===== src/rtl/ivd_pkg.sv =====
package ivd_pkg;
  localparam int IVD_NSRC     = 6;
  localparam int IVD_ADDR_W   = 12;
  localparam int IVD_VEC_BASE = 4;
  localparam int IVD_VEC_STEP = 4;

  typedef enum int {
    SRC_USB    = 0,
    SRC_TMR0   = 1,
    SRC_TMR1   = 2,
    SRC_PLAY   = 3,
    SRC_SERIAL = 4,
    SRC_RECORD = 5
  } ivd_src_e;

  function automatic int vec_of(input int idx, input int base, input int step);
    return base + idx * step;
  endfunction
endpackage


===== src/rtl/ivd_rst_sync.sv =====
module ivd_rst_sync (
  input  logic clk,
  input  logic rst_n,
  output logic rst_sync_n
);
  logic s1_q, s2_q;

  always_ff @(posedge clk or negedge rst_n) begin
    if (!rst_n) begin
      s1_q <= 1'b0;
      s2_q <= 1'b0;
    end else begin
      s1_q <= 1'b1;
      s2_q <= s1_q;
    end
  end

  assign rst_sync_n = s2_q;
endmodule


===== src/rtl/ivd_req_latch.sv =====
module ivd_req_latch #(
  parameter int NSRC = 6
) (
  input  logic            clk,
  input  logic            rst_n,
  input  logic [NSRC-1:0] set_i,
  input  logic [NSRC-1:0] clr_i,
  output logic [NSRC-1:0] pend_o
);
  logic [NSRC-1:0] pend_q;
  logic [NSRC-1:0] pend_d;
  logic [NSRC-1:0] upd;

  always_comb begin
    upd    = set_i | clr_i;
    pend_d = (pend_q & ~clr_i) | set_i;
  end

  for (genvar g = 0; g < NSRC; g++) begin : g_bit
    always_ff @(posedge clk or negedge rst_n) begin
      if (!rst_n)      pend_q[g] <= 1'b0;
      else if (upd[g]) pend_q[g] <= pend_d[g];
    end


    pend_hold_chk: assert property (@(posedge clk) disable iff (!rst_n)
      (pend_q[g] && !clr_i[g]) |=> pend_q[g]);


    set_wins_chk: assert property (@(posedge clk) disable iff (!rst_n)
      set_i[g] |=> pend_q[g]);
  end

  assign pend_o = pend_q;
endmodule


===== src/rtl/ivd_pick.sv =====
module ivd_pick #(
  parameter int NSRC  = 6,
  parameter int IDX_W = (NSRC > 1) ? $clog2(NSRC) : 1
) (
  input  logic [NSRC-1:0]  req_i,
  output logic [NSRC-1:0]  grant_o,
  output logic [IDX_W-1:0] idx_o,
  output logic             any_o
);
  always_comb begin
    grant_o = '0;
    idx_o   = '0;
    for (int i = NSRC - 1; i >= 0; i--) begin
      if (req_i[i]) begin
        grant_o    = '0;
        grant_o[i] = 1'b1;
        idx_o      = IDX_W'(i);
      end
    end
    any_o = |req_i;
  end


  always_comb begin
    grant_onehot_chk: assert ($onehot0(grant_o));
    grant_subset_chk: assert ((grant_o & ~req_i) == '0);
  end
endmodule


===== src/rtl/irq_vector_dispatch.sv =====
module irq_vector_dispatch
  import ivd_pkg::*;
#(
  parameter int NSRC     = IVD_NSRC,
  parameter int ADDR_W   = IVD_ADDR_W,
  parameter int VEC_BASE = IVD_VEC_BASE,
  parameter int VEC_STEP = IVD_VEC_STEP
) (
  input  logic              clk,
  input  logic              rst_n,
  input  logic [NSRC-1:0]   src_evt,
  input  logic [NSRC-1:0]   src_en,
  input  logic              gie_set,
  input  logic              gie_clr,
  input  logic [NSRC-1:0]   sw_clr,
  input  logic              stack_full,
  output logic              take,
  output logic              push,
  output logic [ADDR_W-1:0] vec_addr,
  output logic              gie,
  output logic [NSRC-1:0]   pending
);
  localparam int IDX_W = (NSRC > 1) ? $clog2(NSRC) : 1;

  logic              rst_i;
  logic [NSRC-1:0]   pend;
  logic [NSRC-1:0]   eligible;
  logic [NSRC-1:0]   grant;
  logic [IDX_W-1:0]  win_idx;
  logic              any_elig;
  logic              fire;
  logic [NSRC-1:0]   clr_all;

  logic              boot_q, boot_d;
  logic              gie_q, gie_d;
  logic              take_q, take_d;
  logic              push_q, push_d;
  logic [ADDR_W-1:0] vec_q, vec_d;

  ivd_rst_sync u_rst (
    .clk        (clk),
    .rst_n      (rst_n),
    .rst_sync_n (rst_i)
  );

  ivd_req_latch #(.NSRC(NSRC)) u_latch (
    .clk    (clk),
    .rst_n  (rst_i),
    .set_i  (src_evt),
    .clr_i  (clr_all),
    .pend_o (pend)
  );

  ivd_pick #(.NSRC(NSRC), .IDX_W(IDX_W)) u_pick (
    .req_i   (eligible),
    .grant_o (grant),
    .idx_o   (win_idx),
    .any_o   (any_elig)
  );

  always_comb begin
    eligible = pend & src_en;
    fire     = !boot_q && gie_q && any_elig && !stack_full;
    clr_all  = sw_clr | (fire ? grant : '0);

    boot_d = 1'b0;
    take_d = boot_q || fire;
    push_d = fire;
    vec_d  = vec_q;
    if (boot_q)
      vec_d = '0;
    else if (fire)
      vec_d = ADDR_W'(vec_of(int'(win_idx), VEC_BASE, VEC_STEP));

    gie_d = gie_q;
    if (fire)         gie_d = 1'b0;
    else if (gie_clr) gie_d = 1'b0;
    else if (gie_set) gie_d = 1'b1;
  end

  always_ff @(posedge clk or negedge rst_i) begin
    if (!rst_i) begin
      boot_q <= 1'b1;
      gie_q  <= 1'b0;
      take_q <= 1'b0;
      push_q <= 1'b0;
      vec_q  <= '0;
    end else begin
      boot_q <= boot_d;
      gie_q  <= gie_d;
      take_q <= take_d;
      push_q <= push_d;
      if (take_d) vec_q <= vec_d;
    end
  end

  assign take     = take_q;
  assign push     = push_q;
  assign vec_addr = vec_q;
  assign gie      = gie_q;
  assign pending  = pend;


  push_needs_take_chk: assert property (@(posedge clk) disable iff (!rst_i)
    push_q |-> take_q);


  take_needs_room_chk: assert property (@(posedge clk) disable iff (!rst_i)
    (take_q && push_q) |-> $past(gie_q && !stack_full));


  gie_closed_chk: assert property (@(posedge clk) disable iff (!rst_i)
    (take_q && push_q) |-> !gie_q);


  push_single_chk: assert property (@(posedge clk) disable iff (!rst_i)
    push_q |=> !push_q);


  boot_zero_chk: assert property (@(posedge clk) disable iff (!rst_i)
    (take_q && !push_q) |-> (vec_q == '0));


  full_blocks_chk: assert property (@(posedge clk) disable iff (!rst_i)
    stack_full |=> !push_q);
endmodule


===== config.mk =====
export PLATFORM = sky130hd
export DESIGN_NAME = irq_vector_dispatch
export DESIGN_NICKNAME = d
export VERILOG_FILES = /design/src/rtl/ivd_pkg.sv /design/src/rtl/ivd_rst_sync.sv /design/src/rtl/ivd_req_latch.sv /design/src/rtl/ivd_pick.sv /design/src/rtl/irq_vector_dispatch.sv
export SDC_FILE = /design/constraint.sdc
export NUM_CORES = 1
export LEC_CHECK = 0
export BUFFER_PORTS_ARGS = -buffer_cell sky130_fd_sc_hd__buf_2
export CORE_ASPECT_RATIO = 0.9
export CORE_MARGIN = 8
export CORE_UTILIZATION = 44
export CTS_CLUSTER_SIZE = 25
export DETAILED_ROUTE_END_ITERATION = 8
export PLACE_DENSITY = 0.77
export SLEW_MARGIN = 15
export SYNTH_ARGS = -nofsm -noshare
export SYNTH_HDL_FRONTEND = slang
export SYNTH_HIERARCHICAL = 1
export SYNTH_SLANG_ARGS = --single-unit

===== constraint.sdc =====
create_clock -name clk -period 0.8 [get_ports clk]
set_input_delay 0.04 -clock clk [delete_from_list [all_inputs] [get_ports clk]]
set_output_delay 0.04 -clock clk [all_outputs]
set_load 0.03 [all_outputs]

# Word level (Yosys, flattened, before mapping)
# Cells that the tools add are included.
[op_classes] n_addsub=1 mux=18 bitwise=6 n_reduce_logical=10
[op_table] operator="6-bit 2-to-1 mux" n=7
[op_table] operator="12-bit 2-to-1 mux" n=2
[op_table] operator="3-bit 2-to-1 mux" n=6
[op_table] operator="6-bit bitwise OR" n=3
[op_table] operator="6-bit AND" n=2
[op_table] operator="3-bit by 5-bit adder with 6-bit output, first input constant" n=1
[op_table] operator="6-bit inverter" n=1
[op_table] operator="6-bit OR reduction" n=1
[op_table] operator="1-bit logical AND" n=3
[op_table] operator="1-bit 2-to-1 mux" n=3
[op_table] operator="3-bit nonzero test" n=1
[op_table] operator="1-bit zero test" n=2
[op_table] operator="2-bit AND reduction" n=1
[op_table] operator="2-bit nonzero test" n=1
[op_table] operator="1-bit logical OR" n=1
[word_totals] ff_bits=24 input_bits=23 output_inout_bits=21 elab_cells=48

# Logic depth before layout (Yosys ltp)
# Gate-level depths: netlist of the first run.
[depth] depth_word=12 depth_mapped=8 mapped_depth_nobuf=7

# Modules after synthesis
# Netlist of the first run, hierarchy kept.
[by_module_without_submodules] module="irq_vector_dispatch" n_inst=1 cells_each=45 area_each_um2=511.7 seq_area_each_um2=201.4
[by_module_without_submodules] module="ivd_req_latch" n_inst=1 cells_each=18 area_each_um2=217.7 seq_area_each_um2=150.1
[by_module_without_submodules] module="ivd_pick" n_inst=1 cells_each=17 area_each_um2=93.8 seq_area_each_um2=0.0
[by_module_without_submodules] module="ivd_rst_sync" n_inst=1 cells_each=3 area_each_um2=53.8 seq_area_each_um2=50.0

# Worst setup path after synthesis of the first run
# OpenSTA, ideal clock, no wires.
[synth_path] path_kind="register to register" startpoint="register u_latch.pend_q[1] (netlist: u_latch/pend_o[1])" endpoint="register vec_q[3] (netlist: vec_addr[3])" setup_ps=125 t_arrival_ps=1760 t_required_ps=675 slack_ps=-1086 stages_incl_launch_ff=6 path_buffers=0 period_less_slack_ps=1886 cell_sequence="dfrtp_1 > and2_1 > inv_1 > a221oi_1 > ha_1 > mux2_4"
[synth_via] elab_chain_cells=6 word_cells_on_any_way=12 classes_between="add/sub (1); mux (4); bitwise (1); reduce/logical (6)"
[synth_rtl] element="from (decl)" line_no="ivd_req_latch.sv:10" source="logic [NSRC-1:0] pend_q;"
[synth_rtl] element="from (signal, indexed assignment)" line_no="ivd_req_latch.sv:22" source="else if (upd[g]) pend_q[g] <= pend_d[g];"
[synth_rtl] element="6-bit AND" line_no="irq_vector_dispatch.sv:62" source="eligible = pend & src_en;"
[synth_rtl] element="via eligible[1]" line_no="irq_vector_dispatch.sv:27" source="logic [NSRC-1:0] eligible;"
[synth_rtl] element="3-bit 2-to-1 mux (2 in a row)" line_no="ivd_pick.sv:14" source="if (req_i[i]) begin"
[synth_rtl] element="via win_idx[0]" line_no="irq_vector_dispatch.sv:29" source="logic [IDX_W-1:0] win_idx;"
[synth_rtl] element="3-bit by 5-bit adder with 6-bit output" line_no="ivd_pkg.sv:17" source="return base + idx * step;"
[synth_rtl] element="12-bit 2-to-1 mux" line_no="irq_vector_dispatch.sv:72" source="else if (fire)"
[synth_rtl] element="12-bit 2-to-1 mux" line_no="irq_vector_dispatch.sv:70" source="if (boot_q)"
[synth_rtl] element="to (signal assigned)" line_no="irq_vector_dispatch.sv:93" source="if (take_d) vec_q <= vec_d;"
[synth_rtl] element="to (decl)" line_no="irq_vector_dispatch.sv:38" source="logic [ADDR_W-1:0] vec_q, vec_d;"
# The timed path passes the listed nets, and every way through them passes these cells. The select of a mux whose other input is x is not followed.
# A chain may end at the register's enable or synchronous reset.

# Worst setup path after layout of the first run
[layout_path] startpoint="register u_latch.pend_q[1] (netlist: u_latch/pend_o[1])" endpoint="register u_latch.pend_q[1] (netlist: u_latch/pend_o[1])"
[layout_via] elab_chain_cells=9 word_cells_on_any_way=12 classes_between="mux (3); bitwise (6); reduce/logical (3)"
[layout_rtl] element="6-bit AND *" line_no="irq_vector_dispatch.sv:62"
[layout_rtl] element="via eligible[1]" line_no="irq_vector_dispatch.sv:27"
[layout_rtl] element="6-bit OR reduction *" line_no="ivd_pick.sv:20" source="any_o = |req_i;"
[layout_rtl] element="via any_elig" line_no="irq_vector_dispatch.sv:30" source="logic any_elig;"
[layout_rtl] element="1-bit logical AND * (2 in a row)" line_no="irq_vector_dispatch.sv:63" source="fire = !boot_q && gie_q && any_elig && !stack_full;"
[layout_rtl] element="6-bit 2-to-1 mux *" line_no="irq_vector_dispatch.sv:64" source="clr_all = sw_clr | (fire ? grant : '0);"
[layout_rtl] element="6-bit bitwise OR *" line_no="irq_vector_dispatch.sv:64"
[layout_rtl] element="via clr_all[1]" line_no="irq_vector_dispatch.sv:32" source="logic [NSRC-1:0] clr_all;"
[layout_rtl] element="6-bit inverter" line_no="ivd_req_latch.sv:16" source="pend_d = (pend_q & ~clr_i) | set_i;"
[layout_rtl] element="6-bit AND" line_no="ivd_req_latch.sv:16"
[layout_rtl] element="6-bit bitwise OR" line_no="ivd_req_latch.sv:16"
# Mark *: on every way through the listed nets, which the timed path passes. The rest lies on a longest branch.

==> results of run 1 <==
layout by cell type (no fill, tap or decap), drive strengths merged:
cell,count
or2,1
xnor2,1
nand3,1
mux2,1
a221oi,1
nand2,1
buf,59
nor3,2
dfrtp,15
clkbuf,4
nor3b,1
or4,1
ha,1
mux2i,3
nand2b,4
dfstp,1
and2b,1
nor2,7
and4bb,2
conb,10
and2,7
a21o,12
nor4,1
inv,7
dlygate4sd3,9
nor4b,1
flip-flops by register name, summed over array words and instances (netlist names):
name / cells
u_latch/pend_o: 6
vec_addr: 4
take: 1
boot_q: 1
gie: 1
u_rst/rst_sync_n: 1
u_rst/s1_q: 1
push: 1
stage by stage:
step | util | hold WS, ns
after floorplan | - | -0.256
after global placement | 0.624 | -0.174
after detailed placement | 0.624 | -0.172
after CTS | 0.783 | 0.0421
after global routing | 0.807 | 0.0465
final | 0.807 | 0.0667
where the power goes:
| group | total, mW | switching, mW | leakage [nW] | internal (mW) |
|---|---|---|---|---|
| logic | 0.719 | 0.349 | 0.587 | 0.369 |
| registers | 0.894 | 0.0339 | 0.187 | 0.860 |
| clock network | 0.533 | 0.257 | 0.0210 | 0.277 |
logic make-up after synthesis:
logic type	share of synthesized area
compound gates	0.113
xor+xnor	0.00999
fa+ha+maj	0.0143
buf+inv	0.130
flops	0.458
mux	0.0514
other cells	0.00856
simple gates	0.215
timing repair:
| action | in CTS | in global routing |
|---|---|---|
| gates resized for setup | 37 | 5 |
| setup endpoints to repair | 26 | 26 |
| cloned | 1 | 0 |
| pin swaps | 3 | 3 |
| hold buffers | 9 | 0 |
| endpoints found under the hold margin | 9 | 0 |
| setup buffers | 5 | 5 |
worst max-delay path: cells and delay by family, from the launching register on:
family | cells | cell delay (ns)
AND/OR/NAND/NOR | 4 | 0.93
flip-flops | 1 | 0.42
AO/OA/AOI/OAI | 2 | 0.27
buffers and inverters | 1 | 0.06
metal layers:
metal,global-route usage,up-vias,part of all wire
met5,0,-,0
met4,0.0487,0,0.036
met3,0.0663,10,0.10
li1,-,402,-
met1,0.121,397,0.31
met2,0.282,42,0.55
cell type report:
type | instances | share of cell area
clock buffers | 4 | 0.0237
inverters | 7 | 0.0172
multi-input cells | 59 | 0.307
flip-flops and latches | 16 | 0.268
well taps | 25 | 0.0205
repair buffers | 68 | 0.364
final timing paths:
kind                                    from                 to  slack [ns]
min reg2reg                 u_rst/rst_sync_n  u_latch/pend_o[4]        0.18
max                        u_latch/pend_o[1]  u_latch/pend_o[1]       -0.93
min in group clk                   sw_clr[2]  u_latch/pend_o[2]        0.10
max reg2reg                u_latch/pend_o[1]  u_latch/pend_o[1]       -0.93
max in group asynchronous   u_rst/rst_sync_n             boot_q        0.41
min                                    rst_n         u_rst/s1_q        0.07
==> results.txt, run 1 <==
status: finished, violations left
failing checks: negative setup slack
post-synth top area share: 0.428
main flop type after synthesis: dfrtp_1
Worst-Skew Late Latency: 0.28 ns
initial antenna violation count: 0
mapped cell area: 877 sq um
period utilization: 2.16
PwrDens: 1400 mW/mm^2
pin count of the biggest net entering global routing: 10
DR DRC count: 0
DP Cell Count: 157
ys async rst share: 1.00
CP max stage delay: 0.42 ns
Hold Path Class: in -> async
Worst VDD drop: 0.991 mV
type of the worst setup path: reg -> reg
Total Routing Usage GR: 0.141
depth of the most critical reg-to-reg path: 7
vias in the first global route: 905
Post-synth EDFFs: 0
Total Wirelength: 2690 um
area occupied by multi-input gates: 469 sq um
row count: 15
fmax: 579 MHz
Final Non-Filler Cells: 179
CTS tree: built
Cell Chain, Critical Path: and2_4 -> nor4_4 -> nand2_1 -> and4bb_2 -> a21o_1 -> inv_1 -> a21o_1
share of cells above drive strength 1: 0.578
vias: 851
final period demand of the worst path: 1.73 ns
clk buf depth: 2
Die Ht: 58.4 um
DR pass1 iterations: 4
Final Wtd Congestion: 0.787
Post-Syn Instances: 83
die area: 0.00368 sq mm
Cell Area, Placed: 0.00118 sq mm
Final Instance Area: 0.00153 sq mm
critical path launch point type: flip-flop
Seq/Total Area, Yosys: 0.458
Crit. End Element: flip-flop
worst slack at placement: -0.863 ns
initial drt markers: 18
Leak Pwr: 0.795 nW
nets: 179
Initial Utilization: 0.463
final setup fails: 26
RSZ-0062 raised after global routing: yes
register area: 409 sq um
Worst Skew: 0.00570 ns
top-count cell post-synth: dfrtp_1
Cell variety after synth: 27
post-route setup slack: -0.927 ns
WP data arrival: 1.96 ns
H-tree depth: 1
TNS Setup: -13.12 ns
Area growth syn-to-layout: 74.3%
post-synthesis register bit count: 16
Port Buffers: 35
hpwl dp: 1730 um
first-pass GRT wire length: 4070 um
core area: 0.00190 sq mm
Crit-path slowest cell: dfrtp_2
Area contributors post-synth: dfrtp_1, a21o_1, buf_4, and2_1, mux2i_1
Sink Count: 16
ANT cells: 0
Routed WL per cell: 15.0 um
CP required: 1.03 ns
Commonest cells post-synth: dfrtp_1, a21o_1, buf_4
CTS buffer count: 3
Crit Path Max Fanout: 6
Final ANT Viol Nets: 0
via density per instance: 4.75
I/O pins: 44
clock root cell: clkbuf_4
die width: 63.1 um
dominant cell type by area after synthesis: dfrtp_1
count of final hold-check violations: 0
total chip power: 2.15 mW
Slew Viols, Final: 0
Avg Cell Area, Syn: 10.6 sq um
total grt overflow: 0
clk slew on worst S/H paths: 0.10 ns
crit-path most repeated cell: a21o_1
Max Cap Viol: 0
YS warnings: 6
Fillers: 125
No activity file was read; power rests on OpenSTA's default activity.
==> run 2: changes to the inputs <==
clock period = 1.87 ns   (was 0.8 ns; I/O delays follow)
==> run 2 against run 1 <==
Against the previous run: the flow now finishes without violations; hold slack improved by 0.0045 ns; register-to-register slack improved by 1.0 ns; sequential power fell by 57%; critical path type unchanged; largest power group unchanged; highest routed layer unchanged.
==> results.txt, run 2 (same netlist as run 1, synthesis figures left out) <==
status: finished clean
first-pass GRT wire length: 3220 um
type of the worst setup path: reg -> reg
PwrDens: 655 mW/mm^2
Total Routing Usage GR: 0.112
period utilization: 0.949
CTS buffer count: 3
Port Buffers: 35
Fillers: 155
initial antenna violation count: 0
initial drt markers: 10
pin count of the biggest net entering global routing: 15
post-route setup slack: 0.0948 ns
hpwl dp: 1430 um
DR pass1 iterations: 4
total chip power: 0.767 mW
Max Cap Viol: 0
I/O pins: 44
Total Wirelength: 1990 um
clock root cell: clkbuf_4
core area: 0.00190 sq mm
Worst-Margin Slew: 0.572 ns
Crit. End Element: flip-flop
count of final hold-check violations: 0
H-tree depth: 1
CTS tree: built
final setup fails: 0
Final Wtd Congestion: 0.749
total grt overflow: 0
vias: 688
Final Non-Filler Cells: 154
DP Cell Count: 142
Initial Utilization: 0.463
most frequent cells in the layout: buf_2, dfrtp_1, a21o_1, conb_1, dlygate4sd3_1
Leak Pwr: 0.626 nW
vias in the first global route: 704
die width: 63.1 um
WP data arrival: 1.94 ns
commonest non-fill, non-tap cell in the layout: buf_2
clk slew on worst S/H paths: 0.09 ns
Hold Path Class: in -> reg
DR DRC count: 0
share of cells above drive strength 1: 0.403
CP max stage delay: 0.57 ns
max_slew headroom: 0.618
fmax: 563 MHz
Worst VDD drop: 0.493 mV
CP required: 2.03 ns
row count: 15
final period demand of the worst path: 1.78 ns
Crit Path Max Fanout: 6
postcts setup bufs: 0
final core utilization: 0.618
Area growth syn-to-layout: 33.5%
Sink Count: 16
nets: 154
die area: 0.00368 sq mm
Die Ht: 58.4 um
Worst Skew: 0.00633 ns
via density per instance: 4.47
Crit-path slowest cell: or4_1
clk buf depth: 2
Routed WL per cell: 12.9 um
Slew Viols, Final: 0
max reg flops: 6
critical path launch point type: flip-flop
worst slack at placement: 0.0196 ns
Worst-Skew Late Latency: 0.28 ns
Final ANT Viol Nets: 0
Cell Chain, Critical Path: and2_1 -> or4_1 -> nor2_1 -> xnor2_1 -> mux2i_1
ANT cells: 0
Fin Hold WS: 0.0712 ns
## run 2: area by class of cell
class / count / area (sq um) / share of cell area
timing repair buffer: 44 / 263 / 0.224
sequential: 16 / 403 / 0.344
inverter: 7 / 26.3 / 0.0224
tap: 25 / 31.3 / 0.0267
clock buffer: 4 / 26.3 / 0.0224
multi-input combinational: 58 / 422 / 0.360
## run 2: stage by stage
step | instance area [sq um] | setup TNS (ns)
CTS | 1150 | 0
floorplan | 908 | 0
global placement | 1030 | 0
global route | 1170 | -0.0824
detailed placement | 1030 | 0
finish | 1170 | 0
## run 2: report_power, final
group	switching, mW	internal (mW)
Sequential	0.0168	0.366
Clock	0.102	0.0828
Combinational	0.116	0.0824
Total	0.235	0.531
## run 2: final timing paths
check | start | to | slack (ns) | cells after the start
max reg2reg | u_latch/pend_o[0] | vec_addr[4] | 0.09 | 5
min | gie_set | gie | 0.07 | 3
min in group asynchronous | rst_n | u_rst/s1_q | 0.10 | 2
max | u_latch/pend_o[0] | vec_addr[4] | 0.09 | 5
max in group asynchronous | u_rst/rst_sync_n | u_latch/pend_o[1] | 1.22 | 0
min reg2reg | u_rst/rst_sync_n | u_latch/pend_o[5] | 0.24 | 0
## run 2: per-layer routing
| metal | GRT usage | vias up | wire length [um] |
|---|---|---|---|
| met5 | 0 | - | 0 |
| met4 | 0.0292 | 0 | 12 |
| met3 | 0.0890 | 2 | 280 |
| met2 | 0.185 | 34 | 944 |
| met1 | 0.107 | 307 | 754 |
| li1 | - | 345 | - |
## run 2: critical path: cells and delay by family, from the launching register on
kind,cells,cell delay [ns]
flops,1,0.39
simple gates,3,1.03
xor+xnor,1,0.15
mux,1,0.09
## run 2: what timing repair did
action | 4_1_cts | 5_1_grt
hold endpoints to repair | 9 | 0
hold buffers | 8 | 0
gates resized for setup | 1 | 4
endpoints found under the setup margin | 1 | 8
cloned | 0 | 0
pin swaps | 0 | 1
==> run 3: changes to the inputs <==
CTS_BUF_LIST = sky130_fd_sc_hd__clkbuf_16   (was unset)
SLEW_MARGIN = unset   (was 15)
==> run 3 against run 2 <==
Against the previous run: clock skew shrank 0.0023 ns; combinational power shrank 9.6%; routed wire length shrank 8.0%; die area is the same; register-to-register slack is essentially flat; final cell count shrank 4.5%; clock power grew 120%; highest routed layer unchanged; critical path depth is the same; power grew 27%.
==> results.txt, run 3 (same netlist as run 1, synthesis figures left out) <==
period utilization: 0.943
Crit. End Element: flip-flop
Max Cap Viol: 0
RSZ-0062 raised after global routing: no
met3 Use GR: 0.0928
die width: 63.1 um
count of final hold-check violations: 0
GR Layer Usage met2: 0.153
row count: 15
critical path launch point type: flip-flop
total grt overflow: 0
PwrDens: 857 mW/mm^2
Slew Viols, Final: 0
Area growth syn-to-layout: 29.5%
clock root cell: clkbuf_16
max_slew headroom: 0.619
Routed WL per cell: 12.4 um
CP required: 2.00 ns
Final Wtd Congestion: 0.749
TNS Setup: 0 ns
commonest non-fill, non-tap cell in the layout: buf_2
met1 Track Usage GR: 0.0981
die area: 0.00368 sq mm
H-tree depth: 1
final setup fails: 0
CP top delay family: simple AND/OR/NAND/NOR gates
Fillers: 165
Worst-Margin Slew: 0.572 ns
final period demand of the worst path: 1.76 ns
post-route setup slack: 0.107 ns
core area: 0.00190 sq mm
Leak Pwr: 0.618 nW
Cell Chain, Critical Path: and2_1 -> buf_4 -> nor3_1 -> ha_1 -> mux2_4
Worst VDD drop: 0.815 mV
Final ANT Viol Nets: 0
first-pass GRT wire length: 2940 um
Port Buffers: 35
CTS buffer count: 3
CP max stage delay: 0.37 ns
DR DRC count: 0
area occupied by multi-input gates: 404 sq um
nets: 147
Total Routing Usage GR: 0.101
type of the worst setup path: reg -> reg
Buffers & Inverters on Critical Path: 1
most frequent cells in the layout: buf_2, dfrtp_1, a21o_1, conb_1, inv_1
share of cells above drive strength 1: 0.410
Die Ht: 58.4 um
via density per instance: 4.46
status: finished clean
hpwl dp: 1430 um
Initial Utilization: 0.463
clk buf depth: 2
pin count of the biggest net entering global routing: 15
CTS tree: built
fmax: 567 MHz
busiest grt layer: met2
Sink Count: 16
I/O pins: 44
Total Wirelength: 1830 um
final core utilization: 0.599
max reg flops: 6
Crit Path Max Fanout: 6
clk slew on worst S/H paths: 0.05 ns
Worst-Skew Late Latency: 0.24 ns
Crit-path slowest cell: dfrtp_1
WP data arrival: 1.89 ns
worst slack at placement: 0.0196 ns
initial antenna violation count: 0
initial drt markers: 6
vias in the first global route: 658
Worst Skew: 0.00399 ns
DR pass1 iterations: 4
Hold Path Class: in -> reg
ANT cells: 0
register area: 403 sq um
vias: 655
[run 3: timing repair]
| action | in CTS | in global routing |
|---|---|---|
| buffers inserted | 0 | 0 |
| resized for setup | 0 | 2 |
| endpoints found under the setup margin | 0 | 9 |
| hold endpoints to repair | 2 | 0 |
| hold buffers | 1 | 0 |
[run 3: cell type report]
cell class | instances | share of cell area
Tap cell | 25 | 0.0275
Timing Repair Buffer | 37 | 0.170
Sequential cell | 16 | 0.355
Clock inverter | 1 | 0.00330
Clock buffer | 3 | 0.0661
Inverter | 7 | 0.0231
Multi-Input combinational cell | 58 | 0.356
[run 3: final timing paths]
check | slack, ns | endpoint | start | depth (start not counted)
setup / recovery | 0.11 | vec_addr[3] | u_latch/pend_o[0] | 5
hold / removal | 0.004 | gie | gie_clr | 2
setup reg to reg | 0.11 | vec_addr[3] | u_latch/pend_o[0] | 5
hold reg to reg | 0.24 | gie | u_rst/rst_sync_n | 0
max in group asynchronous | 1.23 | u_latch/pend_o[1] | u_rst/rst_sync_n | 0
min in group asynchronous | 0.16 | u_rst/s1_q | rst_n | 2
[run 3: worst register-to-register path, cell delays in order (launching register included)]
cell     delay (ns)
dfrtp_1        0.37
and2_1         0.24
buf_4          0.17
nor3_1         0.31
ha_1           0.30
mux2_4         0.25
[run 3: power by group]
group / switching [mW] / internal [mW] / leakage [nW]
clock network: 0.127 / 0.283 / 0.0423
logic: 0.109 / 0.0697 / 0.385
registers: 0.0164 / 0.368 / 0.191
[run 3: per-stage QoR]
step	std cells	instance area, sq um	hold WS (ns)	total power, mW
4_1_cts	147	1120	0.00193	0.979
3_3_place_gp	142	1030	-0.121	0.559
5_1_grt	147	1140	0.00608	1.02
6_report	147	1140	0.00354	0.973
2_1_floorplan	91	908	-0.202	0.525
3_5_place_dp	142	1030	-0.121	0.563
[run 3: routing by layer]
layer / vias up / share of wire
met2: 32 / 0.43
met5: - / 0
li1: 332 / -
met1: 289 / 0.40
met3: 2 / 0.16
met4: 0 / 0.0055
